## src/rtl/xpin_pkg.sv

```systemverilog
package xpin_pkg;
  localparam int unsigned ADR_SENSE = 0;
  localparam int unsigned ADR_PRIO  = 1;
  localparam int unsigned ADR_SRC   = 2;
  localparam int unsigned ADR_MSET  = 3;
  localparam int unsigned ADR_MCLR  = 4;

  typedef enum logic [3:0] {
    SNS_FALL = 4'd0,
    SNS_RISE = 4'd1,
    SNS_LOW  = 4'd2,
    SNS_HIGH = 4'd3,
    SNS_BOTH = 4'd4
  } sense_e;
endpackage

```

## src/rtl/xpin_sync.sv

```systemverilog
module xpin_sync #(
  parameter int unsigned NPINS = 8
) (
  input  logic             clk_i,
  input  logic             rst_ni,
  input  logic [NPINS-1:0] pin_i,
  output logic [NPINS-1:0] cur_o,
  output logic [NPINS-1:0] prev_o
);
  logic [NPINS-1:0] s1_q, s2_q, prev_q;
  logic [NPINS-1:0] s1_d, s2_d, prev_d;

  always_comb begin
    s1_d   = pin_i;
    s2_d   = s1_q;
    prev_d = s2_q;
  end

  always_ff @(posedge clk_i or negedge rst_ni) begin
    if (!rst_ni) begin
      s1_q   <= '0;
      s2_q   <= '0;
      prev_q <= '0;
    end else begin
      s1_q   <= s1_d;
      s2_q   <= s2_d;
      prev_q <= prev_d;
    end
  end

  assign cur_o  = s2_q;
  assign prev_o = prev_q;
endmodule

```

## src/rtl/xpin_detect.sv

```systemverilog
module xpin_detect
  import xpin_pkg::*;
#(
  parameter int unsigned SENSE_W = 4
) (
  input  logic               clk_i,
  input  logic               rst_ni,
  input  logic               cur_i,
  input  logic               prev_i,
  input  logic [SENSE_W-1:0] mode_i,
  input  logic               clr_i,
  output logic               pend_o
);
  logic [3:0] code;
  logic       edge_hit, lvl_mode, lvl_act;
  logic       pend_q, pend_d, pend_en;

  assign code = 4'(mode_i);

  always_comb begin
    edge_hit = 1'b0;
    lvl_mode = 1'b0;
    lvl_act  = 1'b0;
    case (code)
      SNS_FALL: edge_hit = prev_i & ~cur_i;
      SNS_RISE: edge_hit = ~prev_i & cur_i;
      SNS_BOTH: edge_hit = prev_i ^ cur_i;
      SNS_LOW:  begin lvl_mode = 1'b1; lvl_act = ~cur_i; end
      SNS_HIGH: begin lvl_mode = 1'b1; lvl_act = cur_i;  end
      default:  edge_hit = 1'b0;
    endcase
    if (lvl_mode) pend_d = lvl_act;
    else          pend_d = (pend_q & ~clr_i) | edge_hit;
    pend_en = (pend_d != pend_q);
  end

  always_ff @(posedge clk_i or negedge rst_ni) begin
    if (!rst_ni)      pend_q <= 1'b0;
    else if (pend_en) pend_q <= pend_d;
  end

  assign pend_o = pend_q;
endmodule

```

## src/rtl/xpin_regs.sv

```systemverilog
module xpin_regs
  import xpin_pkg::*;
#(
  parameter int unsigned NPINS  = 8,
  parameter int unsigned REG_W  = 32,
  parameter int unsigned SRC_W  = 8,
  parameter int unsigned ADDR_W = 3
) (
  input  logic              clk_i,
  input  logic              rst_ni,
  input  logic              wr_i,
  input  logic [ADDR_W-1:0] addr_i,
  input  logic [REG_W-1:0]  wdata_i,
  input  logic [NPINS-1:0]  pend_i,
  output logic [REG_W-1:0]  sense_o,
  output logic [REG_W-1:0]  prio_o,
  output logic [NPINS-1:0]  mask_o,
  output logic [NPINS-1:0]  ack_clr_o,
  output logic [REG_W-1:0]  rdata_o
);
  logic [REG_W-1:0] sense_q, prio_q;
  logic [NPINS-1:0] mask_q, mask_d;
  logic             sense_en, prio_en, mask_en;
  logic             sel_sense, sel_prio, sel_src, sel_mset, sel_mclr;
  logic [NPINS-1:0] pin_sel;
  logic [SRC_W-1:0] src_rd;

  assign sel_sense = (addr_i == ADDR_W'(ADR_SENSE));
  assign sel_prio  = (addr_i == ADDR_W'(ADR_PRIO));
  assign sel_src   = (addr_i == ADDR_W'(ADR_SRC));
  assign sel_mset  = (addr_i == ADDR_W'(ADR_MSET));
  assign sel_mclr  = (addr_i == ADDR_W'(ADR_MCLR));

  // per-pin bit of an 8-bit register, pin 0 at the top bit
  for (genvar n = 0; n < NPINS; n++) begin : g_map
    assign pin_sel[n]   = wdata_i[SRC_W-1-n];
    assign ack_clr_o[n] = wr_i & sel_src & ~wdata_i[SRC_W-1-n];
  end

  always_comb begin
    src_rd = '0;
    for (int n = 0; n < NPINS; n++) src_rd[SRC_W-1-n] = pend_i[n];
  end

  always_comb begin
    sense_en = wr_i & sel_sense;
    prio_en  = wr_i & sel_prio;
    mask_en  = wr_i & (sel_mset | sel_mclr);
    if (sel_mset) mask_d = mask_q | pin_sel;
    else          mask_d = mask_q & ~pin_sel;
  end

  always_ff @(posedge clk_i or negedge rst_ni) begin
    if (!rst_ni) begin
      sense_q <= '0;
      prio_q  <= '0;
      mask_q  <= '1;
    end else begin
      if (sense_en) sense_q <= wdata_i;
      if (prio_en)  prio_q  <= wdata_i;
      if (mask_en)  mask_q  <= mask_d;
    end
  end

  always_comb begin
    rdata_o = '0;
    if (sel_sense)     rdata_o = sense_q;
    else if (sel_prio) rdata_o = prio_q;
    else if (sel_src)  rdata_o = REG_W'(src_rd);
  end

  assign sense_o = sense_q;
  assign prio_o  = prio_q;
  assign mask_o  = mask_q;
endmodule

```

## src/rtl/xpin_irq_ctrl.sv

```systemverilog
module xpin_irq_ctrl
  import xpin_pkg::*;
#(
  parameter int unsigned NPINS   = 8,
  parameter int unsigned SENSE_W = 4,
  parameter int unsigned PRIO_W  = 4,
  parameter int unsigned REG_W   = 32,
  parameter int unsigned SRC_W   = 8,
  parameter int unsigned ADDR_W  = 3
) (
  input  logic              clk_i,
  input  logic              rst_ni,
  input  logic [NPINS-1:0]  pin_i,
  input  logic              bus_wr_i,
  input  logic [ADDR_W-1:0] bus_addr_i,
  input  logic [REG_W-1:0]  bus_wdata_i,
  output logic [REG_W-1:0]  bus_rdata_o,
  output logic [NPINS-1:0]  irq_o,
  output logic              irq_any_o
);
  logic [NPINS-1:0] cur_s, prev_s, pend_w, ack_clr, mask_q;
  logic [REG_W-1:0] sense_q, prio_q;

  xpin_sync #(.NPINS(NPINS)) u_sync (
    .clk_i  (clk_i),
    .rst_ni (rst_ni),
    .pin_i  (pin_i),
    .cur_o  (cur_s),
    .prev_o (prev_s)
  );

  xpin_regs #(
    .NPINS (NPINS),
    .REG_W (REG_W),
    .SRC_W (SRC_W),
    .ADDR_W(ADDR_W)
  ) u_regs (
    .clk_i    (clk_i),
    .rst_ni   (rst_ni),
    .wr_i     (bus_wr_i),
    .addr_i   (bus_addr_i),
    .wdata_i  (bus_wdata_i),
    .pend_i   (pend_w),
    .sense_o  (sense_q),
    .prio_o   (prio_q),
    .mask_o   (mask_q),
    .ack_clr_o(ack_clr),
    .rdata_o  (bus_rdata_o)
  );

  for (genvar n = 0; n < NPINS; n++) begin : g_pin
    localparam int unsigned SLO = REG_W - (n + 1) * SENSE_W;
    localparam int unsigned PLO = REG_W - (n + 1) * PRIO_W;
    logic prio_ok;

    xpin_detect #(.SENSE_W(SENSE_W)) u_det (
      .clk_i (clk_i),
      .rst_ni(rst_ni),
      .cur_i (cur_s[n]),
      .prev_i(prev_s[n]),
      .mode_i(sense_q[SLO +: SENSE_W]),
      .clr_i (ack_clr[n]),
      .pend_o(pend_w[n])
    );

    assign prio_ok  = |prio_q[PLO +: PRIO_W];
    assign irq_o[n] = pend_w[n] & ~mask_q[n] & prio_ok;
  end

  assign irq_any_o = |irq_o;
endmodule

```

## config.mk

```make
export PLATFORM = sky130hd
export DESIGN_NAME = xpin_irq_ctrl
export DESIGN_NICKNAME = d
export VERILOG_FILES = /design/src/rtl/xpin_pkg.sv /design/src/rtl/xpin_sync.sv /design/src/rtl/xpin_detect.sv /design/src/rtl/xpin_regs.sv /design/src/rtl/xpin_irq_ctrl.sv
export SDC_FILE = /design/constraint.sdc
export NUM_CORES = 1
export LEC_CHECK = 0
export BUFFER_PORTS_ARGS = -buffer_cell sky130_fd_sc_hd__buf_2
export CAP_MARGIN = 20
export CORE_UTILIZATION = 30
export DETAILED_ROUTE_END_ITERATION = 10
export GPL_TIMING_DRIVEN = 0
export PLACE_DENSITY = 0.49
export SLEW_MARGIN = 20
export SYNTH_ARGS = -nofsm -noshare
export SYNTH_HDL_FRONTEND = slang
export SYNTH_SLANG_ARGS = --single-unit
```

## constraint.sdc

```tcl
create_clock -name clk_i -period 1.9 [get_ports clk_i]
set_input_delay 0.19 -clock clk_i [delete_from_list [all_inputs] [get_ports clk_i]]
set_output_delay 0.19 -clock clk_i [all_outputs]
set_load 0.01 [all_outputs]
```

# Word-level counts from Yosys, hierarchy flattened
# Index checks and enable logic that the tools add are counted.
# totals
register_bits	104
out_inout_bits	41
# op_classes
eq_ne	44
n_mux	36
bitwise	112
n_reduce_logical	26
# ops
cell	n
4-bit by 2-bit == test with 1-bit output (second input constant)	16
32-bit two-way mux	2
1-bit AND	52
1-bit inverter	40
4-bit by 1-bit == test with 1-bit output (second input constant)	8
4-bit by 3-bit == test with 1-bit output (second input constant)	8
4-bit zero test	8
4-bit OR reduction	8
1-bit one-hot mux with 3 select lines	8
1-bit two-way mux	16
8-bit two-way mux	2
1-bit one-hot mux with 2 select lines	8
2-bit OR reduction	8
1-bit bitwise OR	9
8-bit AND	1
1-bit != test	8
8-bit inverter	1
8-bit bitwise OR	1
8-bit OR reduction	1
1-bit bitwise XOR	8
3-bit by 2-bit == test with 1-bit output (second input constant)	2
3-bit by 1-bit == test with 1-bit output (second input constant)	1
3-bit == test (second input constant)	1
3-bit zero test	1

# Depth between registers and ports, before layout
# Gate-level depths: netlist (run 1).
# logic_depth
word_depth	8
ltp_mapped	6
depth_no_buf	5

# By module
# From an unflattened synthesis (run 1), not the netlist that was laid out.
# unflattened
hier_cells	433
hier_area_um2	5295.1
# by_module_without_submodules
module	n_inst	cells_per_inst	area_each_um2	seq_area_each_um2
xpin_regs	1	276	3563.4	1811.7
xpin_detect	8	13	115.1	25.0
xpin_sync	1	24	600.6	600.6
xpin_irq_ctrl	1	29	210.2	0.0

# Worst setup path after synthesis (run 1)
# OpenSTA, ideal clock, no wires.
# synth_path
path_kind	register to register
from	register u_sync.s2_q[0], in the netlist u_sync.cur_o[0]
to	register g_pin[0].u_det.pend_q
setup_ns	0.086
arrival_time_ns	1.500
required_ns	1.814
slack_ns	0.314
path_stages_with_launch	5
path_cell_list	dfrtp_1 -> ha_1 -> o31a_1 -> or4_1 -> a32oi_1
# synth_between
elab_chain_cells	6
word_cells_on_any_way	9
cone_classes	1 x eq/ne; 3 x mux; 5 x bitwise
# synth_lines
item	line	rtl
from (decl)	xpin_sync.sv:10	logic [NPINS-1:0] s1_q, s2_q, prev_q;
from (signal assigned)	xpin_sync.sv:22	s2_q <= '0;
from (signal assigned)	xpin_sync.sv:26	s2_q <= s2_d;
1-bit inverter	xpin_detect.sv:25, xpin_detect.sv:28	
1-bit AND	xpin_detect.sv:25	SNS_FALL: edge_hit = prev_i & ~cur_i;
1-bit one-hot mux with 3 select lines	xpin_detect.sv:24	case (code)
1-bit bitwise OR	xpin_detect.sv:33	else pend_d = (pend_q & ~clr_i) | edge_hit;
1-bit two-way mux (*)	xpin_detect.sv:32	if (lvl_mode) pend_d = lvl_act;
1-bit != test	xpin_detect.sv:34	pend_en = (pend_d != pend_q);
to (signal assigned)	xpin_detect.sv:39	else if (pend_en) pend_q <= pend_d;
to (decl)	xpin_detect.sv:16	logic pend_q, pend_d, pend_en;
# Mark *: on every way between the ends. The rest lies on a longest branch, timed or not.
# A chain may end at the register's enable or synchronous reset.

# Worst setup path in the final report (run 1)
# layout_path
from	register u_regs.prio_q[11], in the netlist u_regs.prio_o[11]
to	output irq_any_o
# layout_between
elab_chain_cells	3
# layout_lines
item	line	rtl
from (decl)	xpin_regs.sv:21	logic [REG_W-1:0] sense_q, prio_q;
from (signal assigned)	xpin_regs.sv:60	if (prio_en) prio_q <= wdata_i;
4-bit OR reduction	xpin_irq_ctrl.sv:66	assign prio_ok = |prio_q[PLO +: PRIO_W];
1-bit AND	xpin_irq_ctrl.sv:67	assign irq_o[n] = pend_w[n] & ~mask_q[n] & prio_ok;
8-bit OR reduction	xpin_irq_ctrl.sv:70	assign irq_any_o = |irq_o;
to (decl)	xpin_irq_ctrl.sv:19	output logic irq_any_o
# No other way between the ends.

==> impl_summary.md, run 1 <==
Clock network
Clock-pin slew was measured on the worst setup and hold paths at 0.07 ns. For this design, the sink count on the clock tree is 104. The clock root buffer is sky130_fd_sc_hd__clkbuf_16.

The maximum root-to-sink buffer count is 2. The later-pin clock latency in the skew report is 0.35 ns. TritonCTS built the clock tree.

Buffers inserted during clock tree synthesis total 9. The maximum level of the CTS H-tree is 3.

Floorplan
The area of the core is 16,100 um^2. The I/O pin count is 87. The height of the die is 131 um. The overall die area is 17,100 um^2. The initial standard-cell utilization of the core is 31.0%. Row generation in the floorplan step produced 46 rows. In this run the horizontal extent of the chip is 131 um.

Logic synthesis
The net count after synthesis is 463. Ranked by total cell area, the synthesized netlist is headed by sky130_fd_sc_hd__dfrtp_1 48%, sky130_fd_sc_hd__mux2_1 14%, sky130_fd_sc_hd__dfstp_2 4.2%, sky130_fd_sc_hd__a22o_1 4.2%, sky130_fd_sc_hd__ha_1 4.0%. The top flip-flop cell by instance count after synthesis is sky130_fd_sc_hd__dfrtp_1. After synthesis, flip-flops and latches occupy 52.5% of the total area. The number of different library cells in the post-synthesis netlist is 35. The most common cell in the synthesized netlist is sky130_fd_sc_hd__dfrtp_1. Yosys mapped a number of flops with a built-in enable equal to 0. In the synthesized netlist, the cells that appear most often are 96 x sky130_fd_sc_hd__dfrtp_1, 60 x sky130_fd_sc_hd__mux2_1, 27 x sky130_fd_sc_hd__nor2_1. Each instance of the synthesized netlist takes up on average 12.4 um^2. The number of instances in the synthesized netlist is 401. The biggest area contributor in the post-synthesis netlist is sky130_fd_sc_hd__dfrtp_1. The flip-flop and latch count after synthesis is 104. The synthesized netlist occupies a cell area of 4980 um^2. Yosys printed 0 warnings. Of the post-synthesis cell area, the dominant cell type holds 48.3%. The async set-or-reset flop fraction in the synthesized netlist is 100%.

Finish
The final layout contains 575 nets. Measured on the finished design, the core utilization comes to 39.6%. The final design area excluding fillers is 6360 um^2. The synthesis-to-layout area growth is 27.8%. Of the cells placed in the final design, the portion with a size suffix greater than 1 is 29.0%.

Routing
The total via count in the routed design is 3,731. Dividing the detail-routed wire length by the instance count gives 18.0 um. Summed over all layers, the routed wires come to 13,300 um. The detail-routed via count per cell is 5.08.

The post-detailed-route count of antenna-violating nets is 0. After the first detailed-routing iteration, the DRC count stood at 168. The pre-antenna-repair detailed-routing pass consisted of 6 iterations. In the routed design, unresolved DRC markers number 0.

Place
The cell area reported after detailed placement is 5710 um^2. The count of buffers added on input and output ports is 86. The global placer's final weighted congestion is 0.772. The wire-length estimate of the detail-placed layout is 9370 um.

STA
The total count of max-transition violations in the final report is 0. The final-report hold violation count is 0. At the pin with the least slew margin, the transition time is 0.578 ns. For this run, the top clock speed supported by timing is 465 MHz.

The setup-violating endpoint count in the final report is 1. The final setup TNS is -0.249 ns. Setup repair after global routing could not meet its margin everywhere. Of the available clock period, the critical path in the final layout requires 113%. The clock arrives with 0.00654 ns of skew.

Once routing completed, OpenROAD measured the worst setup slack at -0.249 ns. After layout, the minimum clock period comes to 2.15 ns. The relative slew slack is 61.5%. The worst hold slack is 0.0638 ns.

Status
The flow ran to the end, but the final reports show violations. The final reports fail on setup timing.

Global route
The wire length of the first global-routing pass is 21,200 um. The initial antenna violation count was 0. The total routing usage reported by global routing is 16.6%. The total overflow left after global routing is 0. The number of global-route vias before repair came to 3,898. The maximum number of pins on one net before global-route repair is 60.

Pwr
The total power after layout is 0.00690 W. The peak supply drop is 0.551 mV. The leakage power figure is 2.87 nW. The power per cell area is 1080 nW/um^2.

Critical path
The worst setup path is launched from a flip-flop. The maximum fanout encountered on the critical timing path is 3. The data required time of the critical path is 1.71 ns. Data arrives at the worst endpoint at 1.96 ns.

The kind of capture point of the worst setup path is a primary output. By startpoint and endpoint, the worst setup path is classified as reg2out.

Run
Across the run, the number of max-cap violations was 0.

Min path
The worst hold path belongs to the class in2reg.
-- report_power, final --
group	internal, W	switching (W)
sequential	0.00263	0.000523
clock	0.00145	0.000832
combinational	0.000760	0.000698
total	0.00484	0.00205
-- sequential cells by signal (all words and copies together), names as in the netlist, named ones only --
signal,cells
u_regs.prio_o,32
g_pin.u_det.pend_o,8
u_regs.sense_o,32
u_sync.prev_o,8
u_sync.cur_o,8
u_sync.s1_q,8
-- per-layer routing --
layer	up-vias	track usage, %	share of wire (%)
li1	1721	-	-
met3	14	3.14	3.8
met2	76	26.9	48
met5	-	0	0
met1	1920	21.9	47
met4	0	6.63	1.7
-- critical path: stages (launching register included) --
cell and delay [ns]:
sky130_fd_sc_hd__dfrtp_1 0.43, sky130_fd_sc_hd__nor4_4 0.36, sky130_fd_sc_hd__o32ai_1 0.12, sky130_fd_sc_hd__or4_4 0.56
sky130_fd_sc_hd__buf_6 0.14
-- kinds of logic after synthesis --
| group | Yosys count | synth area share [%] |
|---|---|---|
| xor+xnor | 8 | 1.41 |
| fa+ha+maj | 16 | 4.02 |
| flops | 104 | 52.5 |
| simple gates | 84 | 10.4 |
| compound gates | 76 | 11.5 |
| mux | 72 | 16.1 |
| buf+inv | 41 | 4.10 |
-- metrics by stage --
| stage | instances | setup slack, ns |
|---|---|---|
| after floorplan | 401 | 0.314 |
| after global placement | 703 | -0.608 |
| after detailed placement | 704 | -0.170 |
| after CTS | 732 | -0.265 |
| after global routing | 734 | -0.321 |
| final | 735 | -0.249 |
-- final cells by class --
class                   count  area, um^2
diodes                      1        2.50
clock inverters             6         130
clock buffers              10         239
inverters                  20        75.1
fillers                  1522        9690
well taps                 216         270
plain buffers              21         134
flip-flops and latches    104        2610
repair buffers            101         598
multi-input cells         256        2300
-- cells in the final DEF, fill, tap and decap left out, types with 4 or more instances in the layout --
master                          instances
sky130_fd_sc_hd__nor2_1                27
sky130_fd_sc_hd__nor4_1                 8
sky130_fd_sc_hd__mux2_1                60
sky130_fd_sc_hd__a2bb2oi_1              8
sky130_fd_sc_hd__clkbuf_2               4
sky130_fd_sc_hd__clkbuf_16              9
sky130_fd_sc_hd__a22o_1                24
sky130_fd_sc_hd__mux2_2                 4
sky130_fd_sc_hd__nand2b_1               4
sky130_fd_sc_hd__dfrtp_1               95
sky130_fd_sc_hd__buf_2                 88
sky130_fd_sc_hd__nor3b_1                8
sky130_fd_sc_hd__a32oi_1                7
sky130_fd_sc_hd__o31a_1                 8
sky130_fd_sc_hd__ha_1                  16
sky130_fd_sc_hd__nor3_1                 5
sky130_fd_sc_hd__or4_1                  8
sky130_fd_sc_hd__dlygate4sd3_1          9
sky130_fd_sc_hd__clkbuf_1               5
sky130_fd_sc_hd__nand4b_1               8
sky130_fd_sc_hd__buf_4                 10
sky130_fd_sc_hd__dfstp_2                8
sky130_fd_sc_hd__nor4_4                 8
sky130_fd_sc_hd__buf_6                  4
sky130_fd_sc_hd__inv_1                 20
sky130_fd_sc_hd__a21oi_1               16
sky130_fd_sc_hd__xor2_1                 7
sky130_fd_sc_hd__bufinv_16              4
sky130_fd_sc_hd__mux2i_1                8
sky130_fd_sc_hd__o21ai_0                8
-- worst paths after layout --
check,from,to,slack [ns],depth (start not counted)
worst max-delay path,u_regs.prio_o[11],irq_any_o,-0.25,4
worst min register to register,u_sync.s1_q[6],u_sync.cur_o[6],0.34,0
max in group asynchronous,rst_ni,async pin,0.82,3
min in group asynchronous,rst_ni,u_regs.prio_o[20],0.39,2
worst max register to register,u_sync.cur_o[7],g_pin[7].u_det.pend_o,0.19,4
worst min-delay path,bus_wdata_i[9],u_regs.sense_o[9],0.06,2
-- what timing repair did --
item | CTS | global route
hold buffers | 9 | 0
buffers inserted | 3 | 2
endpoints found under the setup margin | 18 | 10
gates resized for setup | 20 | 6
pin swaps | 5 | 6
endpoints found under the hold margin | 64 | 0
No activity file was read; power rests on OpenSTA's default activity.
==> run 2: changes to the inputs <==
--- a/config.mk
+++ b/config.mk
@@ -14,4 +14,5 @@
 export SLEW_MARGIN = 20
 export SYNTH_ARGS = -nofsm -noshare
 export SYNTH_HDL_FRONTEND = slang
+export SYNTH_HIERARCHICAL = 1
 export SYNTH_SLANG_ARGS = --single-unit
==> run 2 against run 1 <==
Against the previous run:
- the flow still finishes with violations (setup timing)
- global-route usage fell by 0.81 points
- non-clock buffer count down 8
- setup slack worse by 0.025 ns
- power decreased by 3.3%
- area after synthesis up 6.4%
- critical path depth unchanged
- via count up 0.46%
- sequential power about the same
- hold slack got worse by 0.00058 ns
- highest routed layer unchanged
==> impl_summary.md, run 2 <==
STA
The final setup TNS is -0.274 ns (-0.0253 ns). Setup repair after global routing could not meet its margin everywhere. The worst hold slack is 0.0632 ns (-0.000582 ns). The final critical-path setup slack came to -0.274 ns (-0.0253 ns). The post-layout minimum cycle time was 2.17 ns (+0.0253 ns). The post-route clock period utilization is 114% (+1.3 points). The clock skew is 0.00721 ns (+0.000675 ns). The top achievable clock speed is 460 MHz (-1.2%).

The setup-violating endpoint count in the final report is 1 (unchanged). The transition at the pin with the smallest max-transition slack is 0.625 ns (+0.0470 ns). The total count of max-transition violations in the final report is 0 (unchanged).

The final-report hold violation count is 0 (unchanged). The relative slew slack is 58.2% (-3.2 points).

Critical path
The critical path startpoint category is a flip-flop. The worst setup path is captured at a primary output. The worst flop-to-flop path startpoint is u_sync/cur_o[7]. The number of cells on the worst reg-to-reg path is 5 (+1). The slack of the worst reg-to-reg path is 0.15 ns (-0.04 ns). The critical path arrival is 1.98 ns (+0.02 ns). The data required time of the critical path was 1.71 ns (about the same). The worst register-to-register path ends at g_pin[7].u_det/pend_o. The maximum fanout encountered on the critical timing path is 3 (unchanged). The setup path with the least slack is of type reg2out. Following the worst setup path forward leads to its endpoint at irq_any_o. The start point of the critical path is u_regs/prio_o[13].

Pwr
The leakage power figure is 2.96 nW (+3.3%). The reported net switching power came to 0.00204 W (-0.74%). The clock share of power is 28.6% (-4.5 points).

The combinational fraction of design power is 24.2% (+3.1 points). The sequential cell fraction of total power is 47.1% (+1.4 points). The total power after layout came to 0.00667 W (-3.3%).

The switching share of power is 30.5% (+0.78 points). The peak supply drop is 0.501 mV (-9.1%). The power per cell area was 1030 nW/um^2 (-5.4%). The internal power is 0.00463 W (-4.4%).

Status
The final reports fail on setup timing. The flow ran to the end, but the final reports show violations.

Global route
The sum of overflow across all layers after global routing is 0 (unchanged). The total routing usage reported by global routing is 15.8% (-0.81 points). The maximum number of pins on one net before global-route repair came to 54 (-10%).

The number of global-route vias before repair is 4,032 (+3.4%). The initial antenna violation count is 0 (unchanged). The wire length of the first global-routing pass is 21,900 um (+3.4%).

Logic synthesis
The post-synthesis sequential area ratio is 49.3% (-3.1 points). The number of instances in the synthesized netlist was 433 (+8.0%). The number of synthesis warnings is 6 (+6). The async set-or-reset flop fraction in the synthesized netlist is 100% (unchanged). sky130_fd_sc_hd__dfrtp_1 takes more of the synthesized area than any other cell. The area of the mapped netlist is 5300 um^2 (+6.4%).

The flip-flop and latch count after synthesis is 104 (unchanged). Ranked by instance count, the synthesized netlist is headed by 96 x sky130_fd_sc_hd__dfrtp_1, 44 x sky130_fd_sc_hd__nor2_1, 42 x sky130_fd_sc_hd__mux2_2. The leading cell type by number of instances after synthesis is sky130_fd_sc_hd__dfrtp_1. For this run, the leading register cell type out of synthesis is sky130_fd_sc_hd__dfrtp_1.

The number of different library cells in the post-synthesis netlist is 34 (-2.9%). The number of synthesized flops with an enable pin is 0 (unchanged). The average instance area after synthesis is 12.2 um^2 (-1.5%).

After synthesis, the cell types taking the most area are sky130_fd_sc_hd__dfrtp_1 45%, sky130_fd_sc_hd__mux2_2 8.9%, sky130_fd_sc_hd__mux2_4 8.5%, sky130_fd_sc_hd__mux2i_1 4.5%, sky130_fd_sc_hd__dfstp_2 4.0%. The net count after synthesis is 495 (+6.9%). The portion of synthesized cell area occupied by the leading cell type is 45.4% (-2.9 points).

Finish
The number of fill cells is 1,682 (+11%). The final-stage net count is 600 (+4.3%). Compared with the post-synthesis result, the final layout area differs by 22.9%. The commonest non-fill, non-tap cell in the layout is sky130_fd_sc_hd__dfrtp_1. The count of non-filler cells in the finished layout came to 768 (+4.5%). Leaving out fill and tap cells, the most frequent cells in the layout are 95 x sky130_fd_sc_hd__dfrtp_1, 89 x sky130_fd_sc_hd__buf_2, 44 x sky130_fd_sc_hd__nor2_1, 42 x sky130_fd_sc_hd__mux2_2, 30 x sky130_fd_sc_hd__mux2_4.

The antenna diode count came to 0 (-1). The ratio of cells with drive above 1 in the final layout is 38.5% (+9.5 points). The final core utilization is 37.7% (-1.9 points).

Floorplan
The overall die area came to 18,200 um^2 (+6.3%). The I/O pin count is 87 (unchanged). The height of the die is 135 um (+3.1%).

The chip width is 135 um (+3.1%). The initial standard-cell utilization of the core is 30.7% (-0.28 points). The area of the core is 17,200 um^2 (+7.3%).

The row count was 48 (+4.3%).

Routing
The number of DRC markers after the initial detailed-route iteration is 156 (-7.1%). The number of DRC violations after detailed routing is 0 (unchanged). The average wire per cell in the routed design is 17.5 um (-3.1%). The routed wire length is 13,400 um (+1.3%). The detailed-routing iteration count for the pre-antenna-repair pass came to 4 (-2).

The post-detailed-route count of antenna-violating nets is 0 (unchanged). The detail-routed via count per cell came to 4.88 (-3.9%). The total via count in the routed design was 3,748 (+0.46%).

Clock network
The maximum root-to-sink buffer count is 2 (unchanged). The register clock-pin slew on the reported worst setup and hold paths is 0.07 ns (about the same). The number of clock buffers inserted by TritonCTS came to 9 (unchanged). The TritonCTS clock tree is built. The clock sink count is 104 (unchanged). The maximum level of the CTS H-tree is 3 (unchanged). Clock tree synthesis selected as its root buffer the cell sky130_fd_sc_hd__clkbuf_16. The later-pin clock latency in the skew report is 0.35 ns (about the same).

Place
The global placer's final weighted congestion came to 0.763 (-1.3%). The total placed cells including tap cells is 744 (+5.7%). The count of port buffers added during placement was 85 (-1.2%).

The half-perimeter wire length after placement is 9620 um (+2.7%).

Min path
In this run the worst hold path is classified as in2reg.

Run
The total of max-cap violations is 0 (unchanged).
run 2: repair_timing:
item,4_1_cts,5_1_grt
gates resized for setup,11,1
hold endpoints to repair,60,0
setup buffers,1,0
pin swaps,4,1
endpoints found under the setup margin,21,1
hold buffers,9,0
run 2: cell families after synthesis:
kind of cell             count (synthesis)  synth area share [%]
XOR/XNOR                                 8                  1.32
flip-flops                             104                  49.3
AND/OR/NAND/NOR                        124                  13.0
multiplexers                            96                  22.0
buffers and inverters                   41                  4.61
AO/OA/AOI/OAI                           44                  5.95
adder cells (fa/ha/maj)                 16                  3.78
run 2: how the worst min path moves through the flow:
stage                          startpoint                    end  slack [ns]  cells past startpoint
after floorplan                    rst_ni  g_pin[0].u_det/pend_o       -0.11                      0
after global routing      bus_wdata_i[24]      u_regs/prio_o[24]        0.07                      2
final                      bus_wdata_i[7]              flip-flop        0.06                      2
after global placement           pin_i[0]         u_sync/s1_q[0]        0.30                      1
after detailed placement           rst_ni         u_sync/s1_q[1]        0.18                      1
after CTS                  bus_wdata_i[6]              flip-flop        0.05                      2
run 2: final cells by class:
class / count / area, um^2 / area share, %
well taps: 225 / 282 / 4.33
inverters: 21 / 78.8 / 1.21
repair buffers: 96 / 563 / 8.65
multi-input cells: 288 / 2510 / 38.6
flip-flops and latches: 104 / 2610 / 40.2
clock inverters: 2 / 38.8 / 0.596
clock buffers: 14 / 264 / 4.06
plain buffers: 18 / 158 / 2.42
run 2: stage by stage:
step                      worst slack (ns)  instance area, um^2
final                               -0.274                 6510
after global routing                -0.364                 6510
after CTS                           -0.266                 6500
after detailed placement            -0.262                 6040
after global placement              -0.617                 6000
after floorplan                      0.284                 5300
run 2: layer usage:
metal | share of wire, % | vias up | global-route usage [%]
met5 | 0 | - | 0
met4 | 1.6 | 0 | 4.43
met3 | 3.8 | 13 | 4.17
met2 | 48 | 61 | 25.6
met1 | 46 | 1913 | 20.8
li1 | - | 1761 | -
run 2: critical path: stages, from the launching register on:
cell and delay [ns]:
sky130_fd_sc_hd__dfrtp_1 0.41, sky130_fd_sc_hd__nor4_2 0.42, sky130_fd_sc_hd__o32ai_1 0.15, sky130_fd_sc_hd__or4_4 0.51, sky130_fd_sc_hd__buf_6 0.14
run 2: power groups by stage:
stage	Sequential [W]	Clock (W)	Combinational [W]
after floorplan	0.00299	0	0.00110
final	0.00314	0.00191	0.00162
after CTS	0.00314	0.00197	0.00164
after global routing	0.00321	0.00207	0.00179
after detailed placement	0.00314	0	0.00157
after global placement	0.00312	0	0.00153
==> run 3: changes to the inputs <==
--- a/config.mk
+++ b/config.mk
@@ -5,13 +5,13 @@
 export SDC_FILE = /design/constraint.sdc
 export NUM_CORES = 1
 export LEC_CHECK = 0
+export ABC_AREA = 1
 export BUFFER_PORTS_ARGS = -buffer_cell sky130_fd_sc_hd__buf_2
 export CAP_MARGIN = 20
 export CORE_UTILIZATION = 30
 export DETAILED_ROUTE_END_ITERATION = 10
 export GPL_TIMING_DRIVEN = 0
 export PLACE_DENSITY = 0.49
-export SLEW_MARGIN = 20
 export SYNTH_ARGS = -nofsm -noshare
 export SYNTH_HDL_FRONTEND = slang
 export SYNTH_HIERARCHICAL = 1
==> run 3 against run 2 <==
Against the previous run:
- the run now ends clean
- wire length up 3.9%
- maximum frequency up 26%
- global-route usage up 1.3 points
- clock-buffer cell count down 3
- clock power up 12%
- sequential share of layout area up 1.5 points
- utilization up 0.061 points
- setup slack better by 0.44 ns
==> impl_summary.md, run 3 <==
Clock network
The maximum root-to-sink buffer count is 2 (unchanged). The post-CTS setup-driven buffer insertion count is 0 (-1). The clock sink count is 104 (unchanged). The TritonCTS clock tree is built. The register clock-pin slew on the reported worst setup and hold paths is 0.07 ns (about the same).

The later-pin clock latency in the skew report is 0.34 ns (about the same). The number of clock buffers inserted by TritonCTS is 9 (unchanged). The maximum level of the CTS H-tree is 3 (unchanged).

In this run the clock root is driven by a sky130_fd_sc_hd__clkbuf_16.

Critical path
The critical path arrival is 1.54 ns (-0.44 ns). The maximum fanout encountered on the critical timing path is 3 (unchanged). By startpoint and endpoint, the worst setup path is classified as reg2out. The kind of capture point of the worst setup path is a primary output. The number of cells on the worst reg-to-reg path is 5 (unchanged). By instance count, the cell type seen most on the critical path is sky130_fd_sc_hd__nand2_1.

The stage delay of the slowest cell on the critical path came to 0.39 ns (-0.12 ns). The path length in cells of the critical path was 7 (+3). Walking the worst path, the cells encountered are nor2_1 -> nand2_1 -> nand2_1 -> nand2_1 -> nor2_1 -> nand2_1 -> buf_2.

The number of buffer and inverter instances along the worst setup path came to 1 (unchanged). The cell with the biggest individual delay on the critical path is sky130_fd_sc_hd__dfrtp_1. The worst setup path is launched from a flip-flop.

The cell class contributing the biggest share of worst-path delay is simple AND/OR/NAND/NOR gates. The data required time of the critical path is 1.71 ns (about the same).

Finish
The final-stage net count is 817 (+36%). The final core utilization was 37.8% (+0.061 points). The ratio of cells with drive above 1 in the final layout is 18.0% (-20 points). The count of non-filler cells in the finished layout is 982 (+28%). The area of the multi-input gates is 2080 um^2 (-17%). The sequential standard cell area came to 2610 um^2 (about the same). The synthesis-to-layout area growth is 22.9% (about the same). The number of fill cells is 1,761 (+4.7%). The library cell used most frequently in the layout, excluding fill and tap cells, is sky130_fd_sc_hd__nand2_1. Leaving out fill and tap cells, the most frequent cells in the layout are 214 x sky130_fd_sc_hd__nand2_1, 96 x sky130_fd_sc_hd__dfrtp_1, 94 x sky130_fd_sc_hd__buf_2, 83 x sky130_fd_sc_hd__inv_1, 58 x sky130_fd_sc_hd__nor2_1.

STA
The final-report hold violation count came to 0 (unchanged). Setup repair after global routing left no endpoint under its margin. The total count of max-transition violations in the final report is 0 (unchanged). The top achievable clock speed is 578 MHz (+26%). The final setup TNS came to 0 ns (+0.274 ns). The relative slew slack came to 51.0% (-7.3 points).

The setup-violating endpoint count in the final report was 0 (-1). The transition at the pin with the smallest max-transition slack is 0.731 ns (+0.106 ns). The clock skew is 0.00617 ns (-0.00104 ns). The post-layout minimum cycle time came to 1.73 ns (-0.443 ns). The post-route clock period utilization is 91.1% (-23 points).

Logic synthesis
By instance count, the leading cell after synthesis is sky130_fd_sc_hd__nand2_1. The most area-hungry cell type in the Yosys netlist is sky130_fd_sc_hd__dfrtp_1. The number of different library cells in the post-synthesis netlist is 21 (-38%).

The number of instances in the synthesized netlist is 650 (+50%). The async set-or-reset flop fraction in the synthesized netlist came to 100% (unchanged). The number of synthesis warnings is 6 (unchanged). The top flip-flop cell by instance count after synthesis is sky130_fd_sc_hd__dfrtp_1. The area of the mapped netlist is 5100 um^2 (-3.7%).

By area the synthesized netlist is led by sky130_fd_sc_hd__dfrtp_1 47%, sky130_fd_sc_hd__nand2_1 16%, sky130_fd_sc_hd__inv_1 6.1%, sky130_fd_sc_hd__nor2_1 4.3%, sky130_fd_sc_hd__dfstp_2 4.1%. The flip-flop and latch count after synthesis is 104 (unchanged). The commonest cells after synthesis are 214 x sky130_fd_sc_hd__nand2_1, 96 x sky130_fd_sc_hd__dfrtp_1, 83 x sky130_fd_sc_hd__inv_1. The portion of synthesized cell area occupied by the leading cell type came to 47.1% (+1.7 points). The post-synthesis sequential area ratio is 51.2% (+1.9 points). The net count after synthesis is 712 (+44%). The number of synthesized flops with an enable pin is 0 (unchanged). The average instance area after synthesis came to 7.85 um^2 (-36%).

Pwr
The power per cell area is 1050 nW/um^2 (+2.1%). The peak supply drop came to 0.544 mV (+8.5%). The total power after layout is 0.00656 W (-1.6%). The leakage power figure came to 3.35 nW (+13%).

Status
The run finished with clean final reports.

Routing
The average wire per cell in the routed design is 14.2 um (-19%). The routed wire length is 13,900 um (+3.9%). The number of DRC markers after the initial detailed-route iteration came to 231 (+48%). The post-detailed-route count of antenna-violating nets is 0 (unchanged). The number of DRC violations after detailed routing came to 0 (unchanged).

The detailed-routing iteration count for the pre-antenna-repair pass is 5 (+1). The detail-routed via count per cell is 4.52 (-7.4%). The total via count in the routed design is 4,440 (+18%).

Floorplan
The initial standard-cell utilization of the core is 30.8% (+0.040 points). The row count came to 47 (-2.1%). The height of the die is 132 um (-1.8%). The overall die area came to 17,500 um^2 (-3.6%). The chip width is 132 um (-1.8%). The I/O pin count was 87 (unchanged). The area of the core came to 16,600 um^2 (-3.8%).

Global route
The number of global-route vias before repair is 4,555 (+13%). The total routing usage reported by global routing is 17.1% (+1.3 points). The initial antenna violation count came to 2 (+2).

The sum of overflow across all layers after global routing is 0 (unchanged). The wire length of the first global-routing pass is 23,400 um (+6.9%). The maximum number of pins on one net before global-route repair is 61 (+13%).

Min path
The path category of the worst min-delay check is in2reg. The hold-critical path depth is 3 (+1).

Place
The total placed cells including tap cells is 955 (+28%). The global placer's final weighted congestion is 0.795 (+4.3%). The count of port buffers added during placement is 84 (-1.2%). The half-perimeter wire length after placement was 10,200 um (+5.8%).

Run
The total of max-cap violations came to 0 (unchanged).
## run 3: cell types whose count changed in the layout (fill, tap and decap cells not counted), sizes merged, moves of 12 or more
| cell | before | now |
|---|---|---|
| nand2 | 16 | 218 |
| o21ai | 0 | 80 |
| mux2 | 72 | 0 |
| inv | 20 | 84 |
| nand3 | 0 | 33 |
| mux2i | 24 | 0 |
| nor4 | 16 | 0 |
| nor2 | 44 | 59 |
| nand2b | 12 | 0 |
## run 3: layout make-up
type,count,share of cell area (%)
diodes,2,0.0798
plain buffers,21,1.50
clock buffers,11,3.87
clock inverters,5,1.66
inverters,84,5.03
multi-input cells,441,33.2
flip-flops and latches,104,41.7
well taps,220,4.39
repair buffers,94,8.62
## run 3: through the flow
stage	cell area, um^2	worst slack [ns]	hold slack [ns]
after global placement	5800	-0.652	0.297
after detailed placement	5830	0.0558	0.264
after CTS	6260	0.101	0.0899
after global routing	6270	0.0552	0.0978
final	6270	0.169	0.102
after floorplan	5100	0.605	-0.106
## run 3: power by group
| part | switching, W | internal (W) |
|---|---|---|
| logic | 0.000807 | 0.000575 |
| registers | 0.000407 | 0.00263 |
| clock network | 0.000820 | 0.00133 |
## run 3: cells by family (layout without fill, tap and decap cells)
group / Yosys count / after routing / synth area share [%]
other: 0 / 2 / 0
adders and majority gates: 16 / 16 / 3.92
xor gates and xnor gates: 8 / 8 / 1.37
AOI/OAI and AO/OA: 96 / 96 / 10.0
buffers and inverters: 105 / 215 / 8.00
DFF: 104 / 104 / 51.2
and+or+nand+nor: 321 / 321 / 25.5
## run 3: repair_timing
| item | CTS | global route |
|---|---|---|
| setup endpoints to repair | 0 | 6 |
| hold buffers | 9 | 0 |
| hold endpoints to repair | 51 | 0 |
| gates resized for setup | 0 | 2 |
## run 3: layer usage
layer  track usage [%]  vias up  wire length [um]
li1                  -     2233                 -
met1              22.7     2110              6600
met2              28.4       87              6660
met3              3.27       10               522
met4              4.41        0               166
met5                 0        -                 0
## run 3: final timing paths
path	slack [ns]	to	start
max	0.17	irq_any_o	u_regs/prio_o[3]
min	0.10	flip-flop	bus_wdata_i[6]
max reg2reg	0.64	g_pin[4].u_det/pend_o	u_sync/cur_o[4]
min reg2reg	0.35	u_sync/cur_o[4]	u_sync/s1_q[4]
max in group asynchronous	0.71	async pin	rst_ni
min in group asynchronous	0.41	u_sync/s1_q[7]	rst_ni
## run 3: worst reg2reg max path: cells and delay by family (launching register included)
kind / cells / cell delay [ns]
buf+inv: 1 / 0.06
compound gates: 2 / 0.31
simple gates: 1 / 0.11
fa+ha+maj: 1 / 0.28
flops: 1 / 0.42
